--- src/rtl/hz_pkg.sv ---
package hz_pkg;
  typedef struct packed {
    logic pc_we;
    logic pc_tgt;
    logic ifid_we;
    logic ifid_flush;
    logic idex_bubble;
  } hz_ctl_t;

  localparam int unsigned NUM_SRC   = 2;
  localparam int unsigned NUM_OLDER = 3;
endpackage

--- src/rtl/hz_dep_cmp.sv ---
module hz_dep_cmp #(
  parameter int unsigned REG_AW = 5
) (
  input  logic [REG_AW-1:0] src_i,
  input  logic              src_used_i,
  input  logic [REG_AW-1:0] dst_i,
  input  logic              dst_we_i,
  output logic              hit_o
);
  // write enable 0 behaves as destination 0
  logic [REG_AW-1:0] dst_eff;
  assign dst_eff = dst_we_i ? dst_i : '0;
  assign hit_o   = src_used_i && (src_i != '0) && (dst_eff == src_i);
endmodule

--- src/rtl/hz_stall_unit.sv ---
module hz_stall_unit
  import hz_pkg::*;
#(
  parameter int unsigned REG_AW = 5,
  parameter bit          FWD_EN = 1'b1
) (
  input  logic [REG_AW-1:0] rs1_i,
  input  logic [REG_AW-1:0] rs2_i,
  input  logic              rs1_used_i,
  input  logic              rs2_used_i,
  input  logic [REG_AW-1:0] idex_rd_i,
  input  logic              idex_we_i,
  input  logic              idex_load_i,
  input  logic [REG_AW-1:0] exmem_rd_i,
  input  logic              exmem_we_i,
  input  logic [REG_AW-1:0] memwb_rd_i,
  input  logic              memwb_we_i,
  output logic              stall_o
);
  logic [NUM_SRC-1:0][REG_AW-1:0]   src;
  logic [NUM_SRC-1:0]               used;
  logic [NUM_OLDER-1:0][REG_AW-1:0] dst;
  logic [NUM_OLDER-1:0]             dwe;
  logic [NUM_SRC-1:0][NUM_OLDER-1:0] hit;

  assign src  = {rs2_i, rs1_i};
  assign used = {rs2_used_i, rs1_used_i};
  // index 0 is the youngest older stage (ID/EX)
  assign dst  = {memwb_rd_i, exmem_rd_i, idex_rd_i};
  assign dwe  = {memwb_we_i, exmem_we_i, idex_we_i};

  for (genvar s = 0; s < NUM_SRC; s++) begin : g_src
    for (genvar k = 0; k < NUM_OLDER; k++) begin : g_old
      hz_dep_cmp #(.REG_AW(REG_AW)) u_cmp (
        .src_i      (src[s]),
        .src_used_i (used[s]),
        .dst_i      (dst[k]),
        .dst_we_i   (dwe[k]),
        .hit_o      (hit[s][k])
      );
    end
  end

  logic load_use, raw_any;
  assign load_use = idex_load_i && (hit[0][0] || hit[1][0]);
  assign raw_any  = |hit;
  assign stall_o  = FWD_EN ? load_use : raw_any;
endmodule

--- src/rtl/hz_flush_unit.sv ---
module hz_flush_unit
  import hz_pkg::*;
#(
  parameter bit BR_IN_ID = 1'b0
) (
  input  logic    stall_i,
  input  logic    br_taken_i,
  output hz_ctl_t ctl_o
);
  logic kill_idex;

  if (BR_IN_ID) begin : g_id_resolve
    assign kill_idex = 1'b0;   // branch itself moves on to EX
  end else begin : g_ex_resolve
    assign kill_idex = 1'b1;   // instruction in ID is wrong path
  end

  always_comb begin
    if (br_taken_i) begin
      ctl_o.pc_we       = 1'b1;
      ctl_o.pc_tgt      = 1'b1;
      ctl_o.ifid_we     = 1'b1;
      ctl_o.ifid_flush  = 1'b1;
      ctl_o.idex_bubble = kill_idex;
    end else begin
      ctl_o.pc_we       = !stall_i;
      ctl_o.pc_tgt      = 1'b0;
      ctl_o.ifid_we     = !stall_i;
      ctl_o.ifid_flush  = 1'b0;
      ctl_o.idex_bubble = stall_i;
    end
  end
endmodule

--- src/rtl/hazard_ctrl.sv ---
module hazard_ctrl
  import hz_pkg::*;
#(
  parameter int unsigned REG_AW   = 5,
  parameter bit          FWD_EN   = 1'b1,
  parameter bit          BR_IN_ID = 1'b0
) (
  input  logic              clk_i,
  input  logic              rst_ni,
  input  logic [REG_AW-1:0] ifid_rs1_i,
  input  logic [REG_AW-1:0] ifid_rs2_i,
  input  logic              ifid_rs1_used_i,
  input  logic              ifid_rs2_used_i,
  input  logic [REG_AW-1:0] idex_rd_i,
  input  logic              idex_we_i,
  input  logic              idex_load_i,
  input  logic [REG_AW-1:0] exmem_rd_i,
  input  logic              exmem_we_i,
  input  logic [REG_AW-1:0] memwb_rd_i,
  input  logic              memwb_we_i,
  input  logic              br_taken_i,
  output logic              pc_we_o,
  output logic              pc_sel_target_o,
  output logic              ifid_we_o,
  output logic              ifid_flush_o,
  output logic              idex_bubble_o
);
  logic    stall;
  hz_ctl_t ctl;

  hz_stall_unit #(.REG_AW(REG_AW), .FWD_EN(FWD_EN)) u_stall (
    .rs1_i       (ifid_rs1_i),
    .rs2_i       (ifid_rs2_i),
    .rs1_used_i  (ifid_rs1_used_i),
    .rs2_used_i  (ifid_rs2_used_i),
    .idex_rd_i   (idex_rd_i),
    .idex_we_i   (idex_we_i),
    .idex_load_i (idex_load_i),
    .exmem_rd_i  (exmem_rd_i),
    .exmem_we_i  (exmem_we_i),
    .memwb_rd_i  (memwb_rd_i),
    .memwb_we_i  (memwb_we_i),
    .stall_o     (stall)
  );

  hz_flush_unit #(.BR_IN_ID(BR_IN_ID)) u_flush (
    .stall_i    (stall),
    .br_taken_i (br_taken_i),
    .ctl_o      (ctl)
  );

  assign pc_we_o         = ctl.pc_we;
  assign pc_sel_target_o = ctl.pc_tgt;
  assign ifid_we_o       = ctl.ifid_we;
  assign ifid_flush_o    = ctl.ifid_flush;
  assign idex_bubble_o   = ctl.idex_bubble;

  a_r1_load_use: assert property (@(posedge clk_i) disable iff (!rst_ni)
    (FWD_EN && !br_taken_i && idex_load_i && idex_we_i && ifid_rs1_used_i &&
     ifid_rs1_i != '0 && ifid_rs1_i == idex_rd_i) |-> idex_bubble_o);

  a_r3_stall_holds: assert property (@(posedge clk_i) disable iff (!rst_ni)
    (idex_bubble_o && !br_taken_i) |-> (!pc_we_o && !ifid_we_o && !ifid_flush_o));

  a_r5_zero_src: assert property (@(posedge clk_i) disable iff (!rst_ni)
    (!br_taken_i && ifid_rs1_i == '0 && ifid_rs2_i == '0) |-> (pc_we_o && !idex_bubble_o));

  a_r8_unused_src: assert property (@(posedge clk_i) disable iff (!rst_ni)
    (!br_taken_i && !ifid_rs1_used_i && !ifid_rs2_used_i) |-> (ifid_we_o && !idex_bubble_o));

  a_r9_flush_wins: assert property (@(posedge clk_i) disable iff (!rst_ni)
    br_taken_i |-> (pc_we_o && pc_sel_target_o && ifid_flush_o));

  a_r6_ex_kill_two: assert property (@(posedge clk_i) disable iff (!rst_ni)
    (!BR_IN_ID && br_taken_i) |-> idex_bubble_o);

  a_r7_id_kill_one: assert property (@(posedge clk_i) disable iff (!rst_ni)
    (BR_IN_ID && br_taken_i) |-> !idex_bubble_o);
endmodule

--- config.mk ---
export PLATFORM = sky130hd
export DESIGN_NAME = hazard_ctrl
export DESIGN_NICKNAME = d
export VERILOG_FILES = /design/src/rtl/hz_pkg.sv /design/src/rtl/hz_dep_cmp.sv /design/src/rtl/hz_stall_unit.sv /design/src/rtl/hz_flush_unit.sv /design/src/rtl/hazard_ctrl.sv
export SDC_FILE = /design/constraint.sdc
export NUM_CORES = 1
export LEC_CHECK = 0
export ABC_AREA = 0
export BUFFER_PORTS_ARGS = -buffer_cell sky130_fd_sc_hd__buf_2
export CAP_MARGIN = 20
export CORE_AREA = 2 2 39 41
export DETAILED_ROUTE_END_ITERATION = 12
export DIE_AREA = 0 0 41 43
export GPL_TIMING_DRIVEN = 0
export PLACE_DENSITY = 0.6
export SETUP_SLACK_MARGIN = 0.4
export SLEW_MARGIN = 20
export SYNTH_ARGS = -nofsm -noshare
export SYNTH_HDL_FRONTEND = slang
export SYNTH_HIERARCHICAL = 1
export SYNTH_SLANG_ARGS = --single-unit
--- constraint.sdc ---
create_clock -name vclk -period 1.4
set_input_delay 0.21 -clock vclk [all_inputs]
set_output_delay 0.21 -clock vclk [all_outputs]
set_load 0.01 [all_outputs]
After elaboration in Yosys (flattened, before gate mapping)
Index checks and enable logic that the tools add are counted.

Bits in registers: 0. Input bits: 34. Output and inout port bits: 5. Word-level logic and storage cells: 13.

Equality and inequality tests: 2. Muxes and demuxes: 2. Reduce and logical (&&, ||, !) cells: 9.

Operators by type and width (count): 5-bit equality test (2); 5-bit 2-to-1 mux (2); 5-bit nonzero test (2); 1-bit logical AND (5); 1-bit zero test (1); 1-bit logical OR (1).

Longest topological paths before layout
Gate-level depths: netlist of the first run.

Depth in word-level cells: 7. Gate-level depth with buffers: 6. Depth with buffers taken out: 5.

By module
Netlist of the first run, hierarchy kept.

Modules (own cells, without submodules): hz_dep_cmp (times used 2, cells each 10, area an instance 76.3 um^2, seq. area each 0.0 um^2); hz_flush_unit (times used 1, cells each 5, area an instance 35.0 um^2, seq. area each 0.0 um^2); hz_stall_unit (times used 1, cells each 1, area an instance 7.5 um^2, seq. area each 0.0 um^2).

Worst setup path before layout of the first run
OpenSTA, ideal clock, no wires.

Kind: input -> output. Start point: in ifid_rs2_i[0]. End point: out pc_we_o. Data arrival time: 1.112 ns. Data required time: 1.190 ns. Setup slack: 0.078 ns. Stages: 6. Path through: nor4_1 > o21ai_0 > nor3b_2 > o21a_1 > nand2b_1 > buf_4.

RTL lines: from (decl) (RTL line hazard_ctrl.sv:11) `input logic [REG_AW-1:0] ifid_rs2_i,`; to (decl) (RTL line hazard_ctrl.sv:22) `output logic pc_we_o,`.

==> key figures, run 1 <==
Status
  • Outcome: finished, violations left
  • Failing checks: negative setup slack

Detailed routing
  • Final wirelength: 655 microns
  • Via density per instance: 4.00
  • Post-route DRC: 0
  • Initial DRC count: 0
  • Final ANT Viol Nets: 0
  • Initial DRT Pass Iterations: 1
  • WL per Instance: 9.78 microns
  • Routed vias: 268

Floorplan
  • Core Area: 1380 sq um
  • Die ar.: 1760 sq um
  • Core Rows: 14
  • Num ports: 39
  • Die height: 43 microns
  • Starting density of the core: 14.1%
  • Die X: 41 microns

Synthesis
  • Gate Count Post-Synth: 26
  • Synth Area per Inst: between 7 and 8 sq um
  • Register area share after synthesis: 0%
  • Post-Syn Nets: 60
  • Synth cell types: 11
  • Yosys warnings: 6
  • Post-synth design cell area: 195 sq um

Setup path
  • Crit path from: ifid_rs2_i[1]
  • Crit path required time: 1.19 ns
  • Peak fanout along the critical path: 2
  • Crit end category: primary output
  • Crit path to: idex_bubble_o
  • Critical Path AT: around 1.3 ns
  • Setup Crit Path Kind: input port to primary output
  • Startpoint type of the worst setup path: input port

STA
  • RSZ-0062 raised after global routing: true
  • Final worst-path cycle share: 110%
  • Slew Limit Fails: 0
  • Worst hold slack: 0.723 ns
  • Slew HR: 84.3%
  • Measured slew at the worst slew-check pin: between 0.2 and 0.25 ns
  • Max Freq: 0.652 GHz
  • Final setup fails: 3
  • Final WS setup: -0.134 ns
  • Tmin final: 1.53 ns
  • Fin. Hold Viols: 0

Global route
  • First-pass GRT wire length: 883 microns
  • Vias in the first global route: 214
  • Initial antenna violation count: 0
  • Largest net degree at the start of global routing: 5
  • Total GRT Usage: 6.79%
  • Grt total ovfl: 0

Power and ir drop
  • Clk network pwr share: 0%
  • Pleak: 0.182 nW
  • Sequential share of power: 0%
  • Comb power frac: 100.0%
  • Sw Share: 42.0%
  • Pwr per Cell Area: 258 nW/um^2
  • Internal power component: 0.0639 mW
  • Max IR drop VDD: 0.112 mV
  • Switch Pwr: 0.0462 mW

Flow run
  • Max Cap Viol: 0

Final layout
  • Area growth from synthesis to layout: 119%
  • Layout cell share with drive strength beyond 1: 68.6%
  • CLK BUF: 0
  • Commonest non-fill, non-tap cell in the layout: buf_2
  • Count of flip-flops and latches: 0
  • FF/Latch Area: 0 sq um
  • Commonest cells after routing, fill and taps aside: buf_2, xnor2_1, buf_6, buf_4
  • Final Core Density: 30.8%
  • # fillers: 155
  • Final Non-Filler Cells: 67
  • Inserted Diodes: 0
  • Nets@finish: 87

Placement
  • Dpl ws: -0.247 ns
  • Port buffer count: 25
  • Placer Congestion: slightly above 0.7
  • # placed instances: 67

Clocking
  • Setup bufs post-CTS: 0

Min path
  • Worst Hold Path Cells: 3
  • Hold crit path type: input port to primary output
==> power by group through the flow <==
stage,Sequential [mW],Clock [mW],Combinational (mW)
after floorplan,0,0,0.0399
after global placement,0,0,0.0841
after detailed placement,0,0,0.0849
after CTS,0,0,0.0979
after global routing,0,0,0.119
final,0,0,0.110
==> final cells by class <==
type / instances / area [sq um] / area share [%]
Inverter: 2 / 7.51 / 1.76
Multi-Input combinational cell: 21 / 216 / 50.7
Buffer: 3 / 22.5 / 5.28
Timing Repair Buffer: 25 / 160 / 37.5
Tap cell: 16 / 20.0 / 4.69
==> stage by stage <==
stage	total power [mW]	setup TNS, ns	instance area (sq um)
2_1_floorplan	0.0399	0	195
3_3_place_gp	0.0841	-0.540	340
3_5_place_dp	0.0849	-0.584	340
4_1_cts	0.0979	-0.265	393
5_1_grt	0.119	-0.538	427
6_report	0.110	-0.278	427
==> worst min path at each step <==
stage	startpoint	slack [ns]	endpoint
floorplan	br_taken_i	0.51	ifid_flush_o
global placement	br_taken_i	0.72	pc_sel_target_o
detailed placement	br_taken_i	0.73	pc_sel_target_o
CTS	br_taken_i	0.73	pc_sel_target_o
global route	br_taken_i	0.74	pc_sel_target_o
finish	br_taken_i	0.72	pc_sel_target_o
==> cell families after synthesis <==
logic type / share of synthesized area (%)
AOI/OAI and AO/OA: 18.0
xor gates and xnor gates: 35.9
buffers and inverters: 15.4
and+or+nand+nor: 30.8
==> layer usage <==
| layer | wire [microns] | GRT usage, % | vias up | share of wire [%] |
|---|---|---|---|---|
| met1 | 203 | 9.18 | 115 | 31 |
| met5 | 0 | 0 | - | 0 |
| met2 | 389 | 11.9 | 13 | 59 |
| met3 | 62 | 0.524 | 0 | 9.5 |
| met4 | 0 | 0 | 0 | 0 |
| li1 | - | - | 140 | - |
==> Yosys cell counts <==
| master | n | area [sq um] |
|---|---|---|
| nand2b_1 | 1 | 6.26 |
| nor4_1 | 2 | 12.5 |
| buf_4 | 3 | 22.5 |
| xnor2_1 | 8 | 70.1 |
| nand3_1 | 2 | 10.0 |
| o21ai_0 | 2 | 10.0 |
| inv_1 | 2 | 7.51 |
| nor3b_2 | 2 | 25.0 |
| o21a_1 | 1 | 7.51 |
| o2111ai_1 | 2 | 17.5 |
| or2_1 | 1 | 6.26 |
==> critical path, cell delays in order <==
cell and delay [ns]:
buf_8 0.10, nor4_4 0.26, o21ai_1 0.07, nor3b_2 0.15, o21a_1 0.20, or2_1 0.19
buf_2 0.14
==> timing repair <==
item                                    in CTS  in global routing
endpoints found under the setup margin       3                  3
hold buffers                                 0                  0
gates resized for setup                     10                  5
pin swaps                                    7                  6
(Power assumes the default switching activity.)
==> inputs of run 2 (changes only) <==
--- a/config.mk
+++ b/config.mk
@@ -6,6 +6,7 @@
 export NUM_CORES = 1
 export LEC_CHECK = 0
 export ABC_AREA = 0
+export ABC_CLOCK_PERIOD_IN_PS = 1400
 export BUFFER_PORTS_ARGS = -buffer_cell sky130_fd_sc_hd__buf_2
 export CAP_MARGIN = 20
 export CORE_AREA = 2 2 39 41
@@ -13,6 +14,7 @@
 export DIE_AREA = 0 0 41 43
 export GPL_TIMING_DRIVEN = 0
 export PLACE_DENSITY = 0.6
+export REMOVE_ABC_BUFFERS = 1
 export SETUP_SLACK_MARGIN = 0.4
 export SLEW_MARGIN = 20
 export SYNTH_ARGS = -nofsm -noshare
==> run 2 against run 1 <==
  * The run still ends with negative setup slack left
  * Total power up 1.4%
  * Critical path depth unchanged
  * Die area unchanged
  * Flip-flop and latch count unchanged
  * Maximum frequency up 0.31%
  * First-iteration DRC count up 2
  * Non-clock buffer count down 2
  * Setup slack better by 0.0048 ns
  * Combinational power about the same
  * Final cell count down 3.0%
  * Critical endpoint unchanged
  * Largest power group unchanged
==> key figures, run 2 (synthesized netlist as in run 1, its figures left out) <==
Power and ir drop
  • Switch Pwr: 0.0473 mW
  • Pwr per Cell Area: 268 nW/um^2
  • Clk network pwr share: 0%
  • Internal power component: roughly 0.064 mW
  • Sw Share: 42.4%
  • Pleak: between 0.15 and 0.2 nW
  • Comb power frac: 100.0%
  • Max IR drop VDD: slightly above 0.09 mV
  • Sequential share of power: 0%

STA
  • Slew HR: 86.9%
  • Slew Limit Fails: 0
  • Final setup fails: 1
  • TNS Setup: -0.129 ns
  • Worst hold slack: 0.638 ns
  • RSZ-0062 raised after global routing: true
  • Max Freq: 0.654 GHz
  • Fin. Hold Viols: 0
  • Final WS setup: -0.129 ns
  • Tmin final: 1.53 ns
  • Measured slew at the worst slew-check pin: 0.195 ns
  • Final worst-path cycle share: 109%

Min path
  • Hold endpoint: pc_sel_target_o
  • Worst Hold Path Cells: 2
  • Hold crit path type: input port to primary output
  • Hold path start: br_taken_i

Setup path
  • Cell family with most CP delay: simple AND/OR/NAND/NOR gates
  • Setup Crit Path Kind: input port to primary output
  • Peak fanout along the critical path: 2
  • Crit end category: primary output
  • Startpoint type of the worst setup path: input port
  • Critical Path AT: approximately 1.3 ns
  • Largest stage delay, worst path: 0.25 ns
  • CP bufs+invs: 2
  • Crit path cell chain: buf_8 > nor4_4 > o21ai_1 > nor3b_2 > o21a_1 > or2_1 > buf_2
  • CP max-delay cell: nor4_4
  • Crit path required time: 1.19 ns

Floorplan
  • Die ar.: 1760 sq um
  • Starting density of the core: 14.1%
  • Core Area: 1380 sq um
  • Core Rows: 14
  • Die X: just over 40 microns
  • Die height: 43 microns
  • Num ports: 39

Global route
  • Largest net degree at the start of global routing: 5
  • Vias in the first global route: 227
  • Total GRT Usage: 6.10%
  • First-pass GRT wire length: 793 microns
  • Grt total ovfl: 0
  • Initial antenna violation count: 0

Detailed routing
  • Initial DRC count: 2
  • Via density per instance: 4.15
  • Post-route DRC: 0
  • Initial DRT Pass Iterations: 4
  • Final wirelength: just over 600 microns
  • Routed vias: 270
  • WL per Instance: 9.51 microns
  • Final ANT Viol Nets: 0

Status
  • Failing checks: negative setup slack
  • Outcome: finished, violations left

Final layout
  • Area growth from synthesis to layout: 113%
  • Inserted Diodes: 0
  • Nets@finish: 85
  • Count of flip-flops and latches: 0
  • FF/Latch Area: 0 sq um
  • Layout cell share with drive strength beyond 1: 69.4%
  • Commonest non-fill, non-tap cell in the layout: buf_2
  • Commonest cells after routing, fill and taps aside: buf_2, xnor2_1, buf_6
  • CLK BUF: 0

Flow run
  • Max Cap Viol: 0

Placement
  • Placer Congestion: 0.633
  • Port buffer count: 25
==> run 2: cell count changes in the layout (fill, tap and decap cells not counted), sizes merged <==
cell,previous run,this run
buf,28,26
==> run 2: metrics by stage <==
step	instances	util (%)	instance area (sq um)	setup WS [ns]	total power [mW]
after floorplan	23	-	173	0.106	0.0338
after global placement	64	23.0	318	-0.225	0.0792
after detailed placement	64	23.0	318	-0.234	0.0813
after CTS	65	27.7	383	-0.156	0.100
after global routing	65	30.1	417	-0.183	0.120
final	65	30.1	417	-0.129	0.112
==> run 2: cell type report <==
| class | instances | area, sq um |
|---|---|---|
| fill | 153 | 967 |
| inverter | 2 | 7.51 |
| multi-input combinational | 21 | 221 |
| tap | 16 | 20.0 |
| timing repair buffer | 26 | 168 |
==> run 2: timing repair <==
item / 4_1_cts / 5_1_grt
resized for setup: 11 / 6
buffers inserted: 1 / 0
endpoints found under the setup margin: 3 / 3
hold buffers: 0 / 0
pin swaps: 6 / 5
==> run 2: worst max-delay path by stage <==
stage / start / endpoint / slack [ns] / depth (start not counted)
global route: ifid_rs1_i[3] / idex_bubble_o / -0.18 / 7
detailed placement: ifid_rs1_i[0] / idex_bubble_o / -0.23 / 7
finish: ifid_rs1_i[3] / idex_bubble_o / -0.13 / 7
global placement: ifid_rs2_i[0] / idex_bubble_o / -0.23 / 7
CTS: ifid_rs1_i[3] / idex_bubble_o / -0.16 / 7
floorplan: ifid_rs2_i[0] / idex_bubble_o / 0.11 / 5
==> run 2: power groups by stage <==
stage,Combinational (mW),Clock (mW),Sequential (mW)
floorplan,0.0338,0,0
global placement,0.0792,0,0
detailed placement,0.0813,0,0
CTS,0.100,0,0
global route,0.120,0,0
finish,0.112,0,0
==> run 2: routing by layer <==
metal,vias up,part of all wire [%],GRT usage [%]
met1,118,34,6.03
met2,16,54,13.1
met4,0,0,0
li1,136,-,-
met3,0,12,0
met5,-,0,0
==> inputs of run 3 (changes only) <==
--- a/config.mk
+++ b/config.mk
@@ -6,8 +6,8 @@
 export NUM_CORES = 1
 export LEC_CHECK = 0
 export ABC_AREA = 0
-export ABC_CLOCK_PERIOD_IN_PS = 1400
-export BUFFER_PORTS_ARGS = -buffer_cell sky130_fd_sc_hd__buf_2
+export ABC_CLOCK_PERIOD_IN_PS = 1700
+export BUFFER_PORTS_ARGS = -buffer_cell sky130_fd_sc_hd__buf_4
 export CAP_MARGIN = 20
 export CORE_AREA = 2 2 39 41
 export DETAILED_ROUTE_END_ITERATION = 12
==> constraint.sdc (replaced) <==
create_clock -name vclk -period 1.7
set_input_delay 0.255 -clock vclk [all_inputs]
set_output_delay 0.255 -clock vclk [all_outputs]
set_load 0.01 [all_outputs]
==> run 3 against run 2 <==
  * The run now ends clean
  * Count of clock-buffer cells in the layout unchanged
  * Sequential share of layout area unchanged
  * Setup slack improved by 0.18 ns
  * Critical path depth unchanged
  * Via count unchanged
  * First-iteration DRC count decreased by 100%
==> key figures, run 3 (synthesized netlist as in run 1, its figures left out) <==
Setup path
  • Peak fanout along the critical path: 2
  • Crit path cell chain: buf_8 > nor4_4 > o21ai_1 > nor3b_2 > o21a_1 > or2_1 > buf_6
  • Setup Crit Path Kind: input port to primary output
  • Crit end category: primary output
  • CP max-delay cell: nor4_4
  • Largest stage delay, worst path: 0.27 ns
  • Critical Path AT: 1.39 ns
  • Cell family with most CP delay: simple AND/OR/NAND/NOR gates
  • Crit path required time: 1.44 ns
  • CP bufs+invs: 2
  • Critical path depth: 7
  • Startpoint type of the worst setup path: input port

Detailed routing
  • Routed vias: 270
  • Via density per instance: 4.09
  • Initial DRT Pass Iterations: 1
  • Final wirelength: between 600 and 700 microns
  • Final ANT Viol Nets: 0
  • Initial DRC count: 0
  • WL per Instance: 10.0 microns
  • Post-route DRC: 0

Final layout
  • Design Area, Final: a little under 500 sq um
  • Commonest cells after routing, fill and taps aside: buf_4, xnor2_1, buf_6
  • Layout cell share with drive strength beyond 1: 70.0%
  • FF/Latch Area: 0 sq um
  • Area growth from synthesis to layout: 146%
  • Count of flip-flops and latches: 0
  • Nets@finish: 86
  • Commonest non-fill, non-tap cell in the layout: buf_4
  • Inserted Diodes: 0
  • # fillers: 158
  • CLK BUF: 0

Placement
  • Placer Congestion: 0.617
  • Area after DPL: around 380 sq um
  • Port buffer count: 25

Global route
  • Largest net degree at the start of global routing: 5
  • Total GRT Usage: about 8%
  • GR Util met3: less than 1%
  • Vias in the first global route: 266
  • GRT Max-Usage Layer: met2
  • First-pass GRT wire length: 986 microns
  • Initial antenna violation count: 0
  • GR Layer Usage met2: 14.7%
  • Grt total ovfl: 0
  • Grt met1 use: 9.49%

Floorplan
  • Die height: between 40 and 50 microns
  • Starting density of the core: 14.1%
  • Core Area: 1380 sq um
  • Core Rows: 14
  • Num ports: 39
  • Die X: ~40 microns
  • Die ar.: 1760 sq um

Power and ir drop
  • Switch Pwr: between 0.03 and 0.04 mW
  • Max IR drop VDD: 0.0839 mV
  • Clk network pwr share: 0%
  • Comb power frac: 100.0%
  • Pleak: 0.201 nW
  • Total power: 0.107 mW
  • Sequential share of power: 0%
  • Sw Share: around 37%
  • Internal power component: 0.0674 mW
  • Pwr per Cell Area: ~220 nW/um^2

Min path
  • Hold crit path type: input port to primary output
  • Worst Hold Path Cells: 2

STA
  • Worst hold slack: about 0.7 ns
  • Slew HR: 85.6%
  • Final worst-path cycle share: 96.8%
  • TNS Setup: 0 ns
  • Slew Limit Fails: 0
  • Fin. Hold Viols: 0
  • Measured slew at the worst slew-check pin: 0.215 ns
  • RSZ-0062 raised after global routing: true
  • Tmin final: 1.65 ns
  • Max Freq: 0.607 GHz
  • Final setup fails: 0

Status
  • Outcome: finished, final reports clean

Flow run
  • Max Cap Viol: 0
-- run 3: cell count changes in the layout (fill, tap and decap cells not counted), sizes merged --
cell,previous run,this run
buf,26,27
-- run 3: routing by layer --
layer | up-vias | wire length, microns
li1 | 138 | -
met1 | 118 | 211
met2 | 14 | 378
met3 | 0 | 70
met4 | 0 | 0
met5 | - | 0
-- run 3: repair_timing --
action / 4_1_cts / 5_1_grt
resized for setup: 13 / 5
hold buffers: 0 / 0
pin swaps: 4 / 2
setup buffers: 2 / 0
endpoints found under the hold margin: 0 / 0
setup endpoints to repair: 3 / 3
-- run 3: through the flow --
stage	instances	setup slack [ns]	utilization, %
after global routing	66	-0.0297	34.7
final	66	0.0537	34.7
after global placement	64	-0.0318	27.5
after CTS	66	0.0495	32.9
after floorplan	23	0.316	-
after detailed placement	64	-0.106	27.5
-- run 3: cell type report --
cell class | count | area (sq um) | share of cell area (%)
repair buffers | 27 | 233 | 48.4
multi-input cells | 21 | 220 | 45.8
well taps | 16 | 20.0 | 4.17
inverters | 2 | 7.51 | 1.56
-- run 3: final timing paths --
path  slack, ns         endpoint           from
max        0.05    idex_bubble_o  ifid_rs1_i[3]
min        0.71  pc_sel_target_o     br_taken_i
-- run 3: power by group through the flow --
| stage | sequential, mW | combinational (mW) | clock [mW] |
|---|---|---|---|
| finish | 0 | 0.107 | 0 |
| floorplan | 0 | 0.0278 | 0 |
| global route | 0 | 0.116 | 0 |
| detailed placement | 0 | 0.0825 | 0 |
| global placement | 0 | 0.0809 | 0 |
| CTS | 0 | 0.100 | 0 |
